===== src/rtl/bscr_pkg.sv =====
package bscr_pkg;
    localparam int unsigned OP_W = 2;

    typedef enum logic [2:0] {
        ST_HDR,
        ST_ADDR,
        ST_DATA,
        ST_WRITE,
        ST_WAIT,
        ST_DONE,
        ST_FAULT
    } bscr_state_e;

    typedef enum logic [OP_W-1:0] {
        OP_WRITE = 2'b00,
        OP_LIST  = 2'b01,
        OP_DELAY = 2'b10,
        OP_END   = 2'b11
    } bscr_op_e;
endpackage


===== src/rtl/bscr_word_pack.sv =====
// Packs bytes into a word, first byte most significant; the finished word is
// presented combinationally in the cycle its last byte is taken.
module bscr_word_pack #(
    parameter int unsigned BYTE_W = 8,
    parameter int unsigned WORD_W = 32
) (
    input  logic              clk,
    input  logic              rst_n,
    input  logic              byte_fire,
    input  logic [BYTE_W-1:0] byte_in,
    output logic              word_fire,
    output logic [WORD_W-1:0] word_out
);
    localparam int unsigned NB    = WORD_W / BYTE_W;
    localparam int unsigned IDX_W = (NB > 1) ? $clog2(NB) : 1;
    localparam int unsigned HELD  = WORD_W - BYTE_W;

    logic [IDX_W-1:0] idx_q;
    logic [HELD-1:0]  held_q;

    assign word_out  = {held_q, byte_in};
    assign word_fire = byte_fire && (idx_q == IDX_W'(NB - 1));

    always_ff @(posedge clk) begin
        if (!rst_n) begin
            idx_q  <= '0;
            held_q <= '0;
        end else if (byte_fire) begin
            idx_q  <= word_fire ? '0 : idx_q + IDX_W'(1);
            held_q <= word_out[HELD-1:0];
        end
    end
endmodule


===== src/rtl/bscr_wait_timer.sv =====
// Down-counter for the idle command; last_cycle marks the final idle cycle.
module bscr_wait_timer #(
    parameter int unsigned CNT_W = 30
) (
    input  logic             clk,
    input  logic             rst_n,
    input  logic             load,
    input  logic [CNT_W-1:0] load_val,
    output logic             last_cycle
);
    logic [CNT_W-1:0] cnt_q;

    assign last_cycle = (cnt_q == CNT_W'(1));

    always_ff @(posedge clk) begin
        if (!rst_n)
            cnt_q <= '0;
        else if (load)
            cnt_q <= load_val;
        else if (cnt_q != '0)
            cnt_q <= cnt_q - CNT_W'(1);
    end
endmodule


===== src/rtl/bootscript_exec.sv =====
module bootscript_exec
    import bscr_pkg::*;
#(
    parameter int unsigned BYTE_W = 8,
    parameter int unsigned WORD_W = 32
) (
    input  logic              clk,
    input  logic              rst_n,
    input  logic              in_valid,
    input  logic [BYTE_W-1:0] in_data,
    input  logic              in_last,
    output logic              in_ready,
    output logic [WORD_W-1:0] wr_addr,
    output logic [WORD_W-1:0] wr_data,
    output logic              wr_valid,
    input  logic              wr_ready,
    output logic              done,
    output logic              error
);
    localparam int unsigned CNT_W     = WORD_W - OP_W;
    localparam int unsigned ADDR_STEP = WORD_W / 8;

    bscr_state_e       state_q, state_d;
    logic              accepting;
    logic              byte_fire;
    logic              word_fire;
    logic [WORD_W-1:0] word;
    bscr_op_e          op;
    logic [CNT_W-1:0]  arg;
    logic              stray_end;
    logic              tmr_load;
    logic              tmr_last;
    logic [CNT_W-1:0]  remain_q;
    logic [WORD_W-1:0] addr_q;
    logic [WORD_W-1:0] data_q;

    assign accepting = (state_q == ST_HDR) || (state_q == ST_ADDR) || (state_q == ST_DATA);
    assign byte_fire = in_valid && accepting;
    assign op        = bscr_op_e'(word[WORD_W-1 -: OP_W]);
    assign arg       = word[CNT_W-1:0];
    // A last byte is only legal as the closing byte of a terminate header.
    assign stray_end = byte_fire && in_last &&
                       !((state_q == ST_HDR) && word_fire && (op == OP_END));
    assign tmr_load  = (state_q == ST_HDR) && word_fire && (op == OP_DELAY);

    bscr_word_pack #(.BYTE_W(BYTE_W), .WORD_W(WORD_W)) u_pack (
        .clk       (clk),
        .rst_n     (rst_n),
        .byte_fire (byte_fire),
        .byte_in   (in_data),
        .word_fire (word_fire),
        .word_out  (word)
    );

    bscr_wait_timer #(.CNT_W(CNT_W)) u_timer (
        .clk        (clk),
        .rst_n      (rst_n),
        .load       (tmr_load),
        .load_val   (arg),
        .last_cycle (tmr_last)
    );

    // State register
    always_ff @(posedge clk) begin
        if (!rst_n) state_q <= ST_HDR;
        else        state_q <= state_d;
    end

    // Next-state decode
    always_comb begin
        state_d = state_q;
        unique case (state_q)
            ST_HDR: begin
                if (stray_end) state_d = ST_FAULT;
                else if (word_fire) begin
                    unique case (op)
                        OP_WRITE, OP_LIST: state_d = ST_ADDR;
                        OP_DELAY:          state_d = (arg == '0) ? ST_HDR : ST_WAIT;
                        OP_END:            state_d = ST_DONE;
                    endcase
                end
            end
            ST_ADDR: begin
                if (stray_end) state_d = ST_FAULT;
                else if (word_fire) state_d = (remain_q == '0) ? ST_HDR : ST_DATA;
            end
            ST_DATA: begin
                if (stray_end) state_d = ST_FAULT;
                else if (word_fire) state_d = ST_WRITE;
            end
            ST_WRITE: begin
                if (wr_ready) state_d = (remain_q == CNT_W'(1)) ? ST_HDR : ST_DATA;
            end
            ST_WAIT:  if (tmr_last) state_d = ST_HDR;
            ST_DONE:  state_d = ST_DONE;
            ST_FAULT: state_d = ST_FAULT;
            default:  state_d = ST_FAULT;
        endcase
    end

    // Command datapath: word count, running address, held data
    always_ff @(posedge clk) begin
        if (!rst_n) begin
            remain_q <= '0;
            addr_q   <= '0;
            data_q   <= '0;
        end else begin
            if ((state_q == ST_HDR) && word_fire)
                remain_q <= (op == OP_WRITE) ? CNT_W'(1) : arg;
            if ((state_q == ST_ADDR) && word_fire)
                addr_q <= word;
            if ((state_q == ST_DATA) && word_fire)
                data_q <= word;
            if ((state_q == ST_WRITE) && wr_ready) begin
                addr_q   <= addr_q + WORD_W'(ADDR_STEP);
                remain_q <= remain_q - CNT_W'(1);
            end
        end
    end

    // Outputs
    always_comb begin
        in_ready = accepting || (state_q == ST_DONE);
        wr_valid = (state_q == ST_WRITE);
        wr_addr  = addr_q;
        wr_data  = data_q;
        done     = (state_q == ST_DONE);
        error    = (state_q == ST_FAULT);
    end
endmodule


===== config.mk =====
export PLATFORM = sky130hd
export DESIGN_NAME = bootscript_exec
export DESIGN_NICKNAME = d
export VERILOG_FILES = /design/src/rtl/bscr_pkg.sv /design/src/rtl/bscr_word_pack.sv /design/src/rtl/bscr_wait_timer.sv /design/src/rtl/bootscript_exec.sv
export SDC_FILE = /design/constraint.sdc
export NUM_CORES = 1
export LEC_CHECK = 0
export ABC_AREA = 1
export BUFFER_PORTS_ARGS = -buffer_cell sky130_fd_sc_hd__buf_2
export CAP_MARGIN = 20
export CORE_MARGIN = 2
export CORE_UTILIZATION = 60
export CTS_BUF_LIST = sky130_fd_sc_hd__clkbuf_8
export DETAILED_ROUTE_END_ITERATION = 7
export MAX_ROUTING_LAYER = met4
export PLACE_DENSITY = 0.8
export RECOVER_POWER = 100
export SLEW_MARGIN = 20
export SYNTH_ARGS = -nofsm -noshare
export SYNTH_HDL_FRONTEND = slang
export SYNTH_SLANG_ARGS = --single-unit
export TNS_END_PERCENT = 1

===== constraint.sdc =====
create_clock -name clk -period 2.6 [get_ports clk]
set_clock_uncertainty 0.1 [all_clocks]
set_input_delay 0.39 -clock clk [delete_from_list [all_inputs] [get_ports clk]]
set_output_delay 0.39 -clock clk [all_outputs]
set_load 0.03 [all_outputs]

==> impl_metrics.env <==
export IMPL_fin_ws_ns=0.308
export IMPL_min_period_over_period_pct=88.1
export IMPL_drt_iter0_markers=1076
export IMPL_slew_headroom_pct=47.2
export IMPL_cts_max_level=4
export IMPL_rr_worst_depth=8
export IMPL_clk_root_buffer_cell="sky130_fd_sc_hd__clkbuf_8"
export IMPL_fraction_of_synthesis_flops_using_an_asynchronous_set_or_reset_pin_pct=0
export IMPL_timing_worst_slew_pin_value_ns=0.792
export IMPL_p_per_area_mw_per_mm2=849
export IMPL_area_growth_synth_to_final_pct=8.63
export IMPL_start_kind="flip-flop"
export IMPL_arrival_ns=2.55
export IMPL_tritoncts_num_buffers=17
export IMPL_synth_ff_type="sky130_fd_sc_hd__dfxtp_1"
export IMPL_vias_per_cell=5.78
export IMPL_path_clk_slew_ns=0.10
export IMPL_netlist_area_mm2=0.00873
export IMPL_initial_core_utilization_pct=60.8
export IMPL_final_layout_size_suffix_gt1_share_pct=5.42
export IMPL_worstPathMaxFanout=26
export IMPL_synth_largest_area_cell="sky130_fd_sc_hd__dfxtp_1"
export IMPL_place_congestion=0.967
export IMPL_number_of_synthesized_flops_with_an_enable_pin=0
export IMPL_synthDistinctLibCells=46
export IMPL_vias=9381
export IMPL_r2r_end="remain_q[26]"
export IMPL_fp_dieArea_mm2=0.0155
export IMPL_postSynthNetCount=1386
export IMPL_insertion_delay_ns=0.48
export IMPL_worstPathCellList="a21oi_1 -> nand2_4 -> nor2_8 -> nand2_1 -> nand2_4 -> inv_2 -> a31oi_1 -> a21oi_1"
export IMPL_place_detailed_hpwl_um=18700
export IMPL_timing_final_hold_violations=0
export IMPL_critical_path_reg2reg_startpoint="state_q[0]"
export IMPL_required_time_of_the_critical_path_ns=2.86
export IMPL_number_of_antenna_violations_at_the_first_check_in_global_routing=0
export IMPL_numPlacedInstances=1591
export IMPL_timing_hold_worst_path_depth=3
export IMPL_placementRows=44
export IMPL_synth_area_leaders="sky130_fd_sc_hd__dfxtp_1 (35%), sky130_fd_sc_hd__nand2_1 (12%), sky130_fd_sc_hd__nor2_1 (10%), sky130_fd_sc_hd__a21oi_1 (7.0%), sky130_fd_sc_hd__nand3_1 (6.4%)"
export IMPL_grt_start_max_net_pins=74
export IMPL_regToRegSetupSlack_ns=0.31
export IMPL_tritoncts="yes"
export IMPL_grt_first_pass_wirelength_um=42600
export IMPL_syn_instance_count=1366
export IMPL_grt_pass1_vias=8264
export IMPL_die_y_um=125
export IMPL_post_layout_nonfiller_instances=1623
export IMPL_post_cts_hold_buffer_count=0
export IMPL_port_buffers=80
export IMPL_clock_sinks=153
export IMPL_timing_critical_path_slowest_cell_delay_ns=0.40
export IMPL_ys_warn_count=0
export IMPL_critPathKind="reg2reg"
export IMPL_cts_repair_resize_count=0
export IMPL_synth_cells_most_frequent="sky130_fd_sc_hd__nand2_1 (287), sky130_fd_sc_hd__nor2_1 (233), sky130_fd_sc_hd__dfxtp_1 (153), sky130_fd_sc_hd__inv_1 (140), sky130_fd_sc_hd__a21oi_1 (122)"
export IMPL_wl_per_cell_um=16.6
export IMPL_setup_worst_path_end_class="flip-flop"
export IMPL_die_width_um=125
export IMPL_number_of_primary_i_o_pins=81
export IMPL_postRouteWirelength_um=27000
export IMPL_drt_first_pass_iters=8
export IMPL_yosys_cell_count_top_type="sky130_fd_sc_hd__nand2_1"
export IMPL_top_family_by_delay_on_critical_path="simple AND/OR/NAND/NOR gates"
export IMPL_fin_hold_ws_ns=0.127
export IMPL_postSynthRegisterBits=153
export IMPL_unrepaired_setup_endpoints_after_global_routing="no"
export IMPL_yosysTopAreaCellShare_pct=35.1
export IMPL_static_leakage_nw=4.13
export IMPL_core_area_mm2=0.0144
export IMPL_worstHoldEndpoint="u_timer.cnt_q[5]"
export IMPL_syn_area_per_cell_um2=6.39
export IMPL_detailedPlace_worstSlack_ns=0.421
export IMPL_outcome="complete, no violations"
export IMPL_clk_path_buf_depth=2
export IMPL_setup_tns_ns=0
export IMPL_drv_max_cap_violation_count=0
export IMPL_grt_usage_pct=35.1
export IMPL_holdCritPathClass="in2reg"
export IMPL_hp_start="in_data[5]"
export IMPL_finalNetCount=1446
export IMPL_worstPathBufferInverterCount=1
export IMPL_vdd_ir_drop_max_mv=0.535
export IMPL_synth_yosys_seq_area_share_pct=35.1
export IMPL_setup_viol=0
export IMPL_drt_antenna_violating_nets=0
export IMPL_post_cts_setup_buffers=0
export IMPL_route_detailed_drc=0
export IMPL_grt_ovfl_total=0
export IMPL_fmax_mhz=436
export IMPL_layout_min_cycle_time_ns=2.29
export IMPL_maxSlewViolCount=0
export IMPL_critPathSlowestCell="sky130_fd_sc_hd__dfxtp_1"
worst min-delay path, delay by kind of cell:
family | cells | cell delay [ns]
AOI/OAI and AO/OA | 1 | 0.07
buffers and inverters | 1 | 0.14
and+or+nand+nor | 1 | 0.07
cells by family (layout without fill, tap and decap cells):
family	Yosys count	count (layout)	share of synthesized area (%)
adders and majority gates	7	7	1.00
AOI/OAI and AO/OA	282	282	17.2
xor gates and xnor gates	38	38	3.81
other	0	1	0
and+or+nand+nor	683	683	33.0
buffers and inverters	203	275	9.92
DFF	153	153	35.1
registers in the layout (all words and copies together) (netlist names):
signal         flops
wr_data           32
u_timer.cnt_q     30
u_pack.held_q     24
u_pack.idx_q       2
remain_q          30
state_q            3
wr_addr           32
layer usage:
metal | up-vias | global-route usage [%] | share of wire [%]
li1 | 4562 | - | -
met2 | 450 | 52.6 | 44
met1 | 4275 | 47.6 | 43
met4 | 0 | 13.9 | 4.3
met3 | 94 | 5.80 | 9.5
met5 | - | - | 0
area by class of cell:
type / count / area (µm²)
multi-input cells: 1010 / 4790
repair buffers: 96 / 452
clock buffers: 18 / 248
inverters: 148 / 558
fillers: 1409 / 4880
clock inverters: 13 / 145
diodes: 1 / 2.50
well taps: 184 / 230
flip-flops and latches: 153 / 3060
report_power, final:
group | switching, mW | internal [mW]
combinational | 2.11 | 1.10
sequential | 0.360 | 2.61
clock | 1.05 | 0.825
total | 3.52 | 4.54
stage by stage:
step	util, %	area [µm²]	power (mW)
5_1_grt	66.0	9480	8.65
3_3_place_gp	64.0	9200	6.12
4_1_cts	66.8	9600	8.02
3_5_place_dp	64.0	9200	6.15
2_1_floorplan	-	8730	5.42
6_report	66.0	9490	8.06
placed cells by master (no fill, tap or decap), types with 7 or more instances in the layout:
cell type                  count
sky130_fd_sc_hd__xor2_1       24
sky130_fd_sc_hd__dfxtp_1     153
sky130_fd_sc_hd__ha_1          7
sky130_fd_sc_hd__buf_4        11
sky130_fd_sc_hd__inv_1       140
sky130_fd_sc_hd__xnor2_1      14
sky130_fd_sc_hd__buf_2        12
sky130_fd_sc_hd__clkbuf_1     69
sky130_fd_sc_hd__nand3_1     113
sky130_fd_sc_hd__a21oi_1     123
sky130_fd_sc_hd__a31oi_1      26
sky130_fd_sc_hd__clkbuf_8     18
sky130_fd_sc_hd__nand2_1     288
sky130_fd_sc_hd__o211ai_1      9
sky130_fd_sc_hd__nor2_1      235
sky130_fd_sc_hd__o21ai_0     108
sky130_fd_sc_hd__inv_6         7
sky130_fd_sc_hd__nand4_1      14
sky130_fd_sc_hd__nor3_1       13
how the worst max path moves through the flow:
stage,from,to,cells past startpoint
after floorplan,u_timer.cnt_q[0],u_timer.cnt_q[27],12
after global placement,state_q[0],wr_addr[25],9
after detailed placement,u_timer.cnt_q[0],u_timer.cnt_q[5],11
after CTS,u_timer.cnt_q[0],u_timer.cnt_q[25],11
after global routing,state_q[1],remain_q[26],8
final,state_q[0],remain_q[26],8
Note: power is estimated with default switching activity, not from simulation.
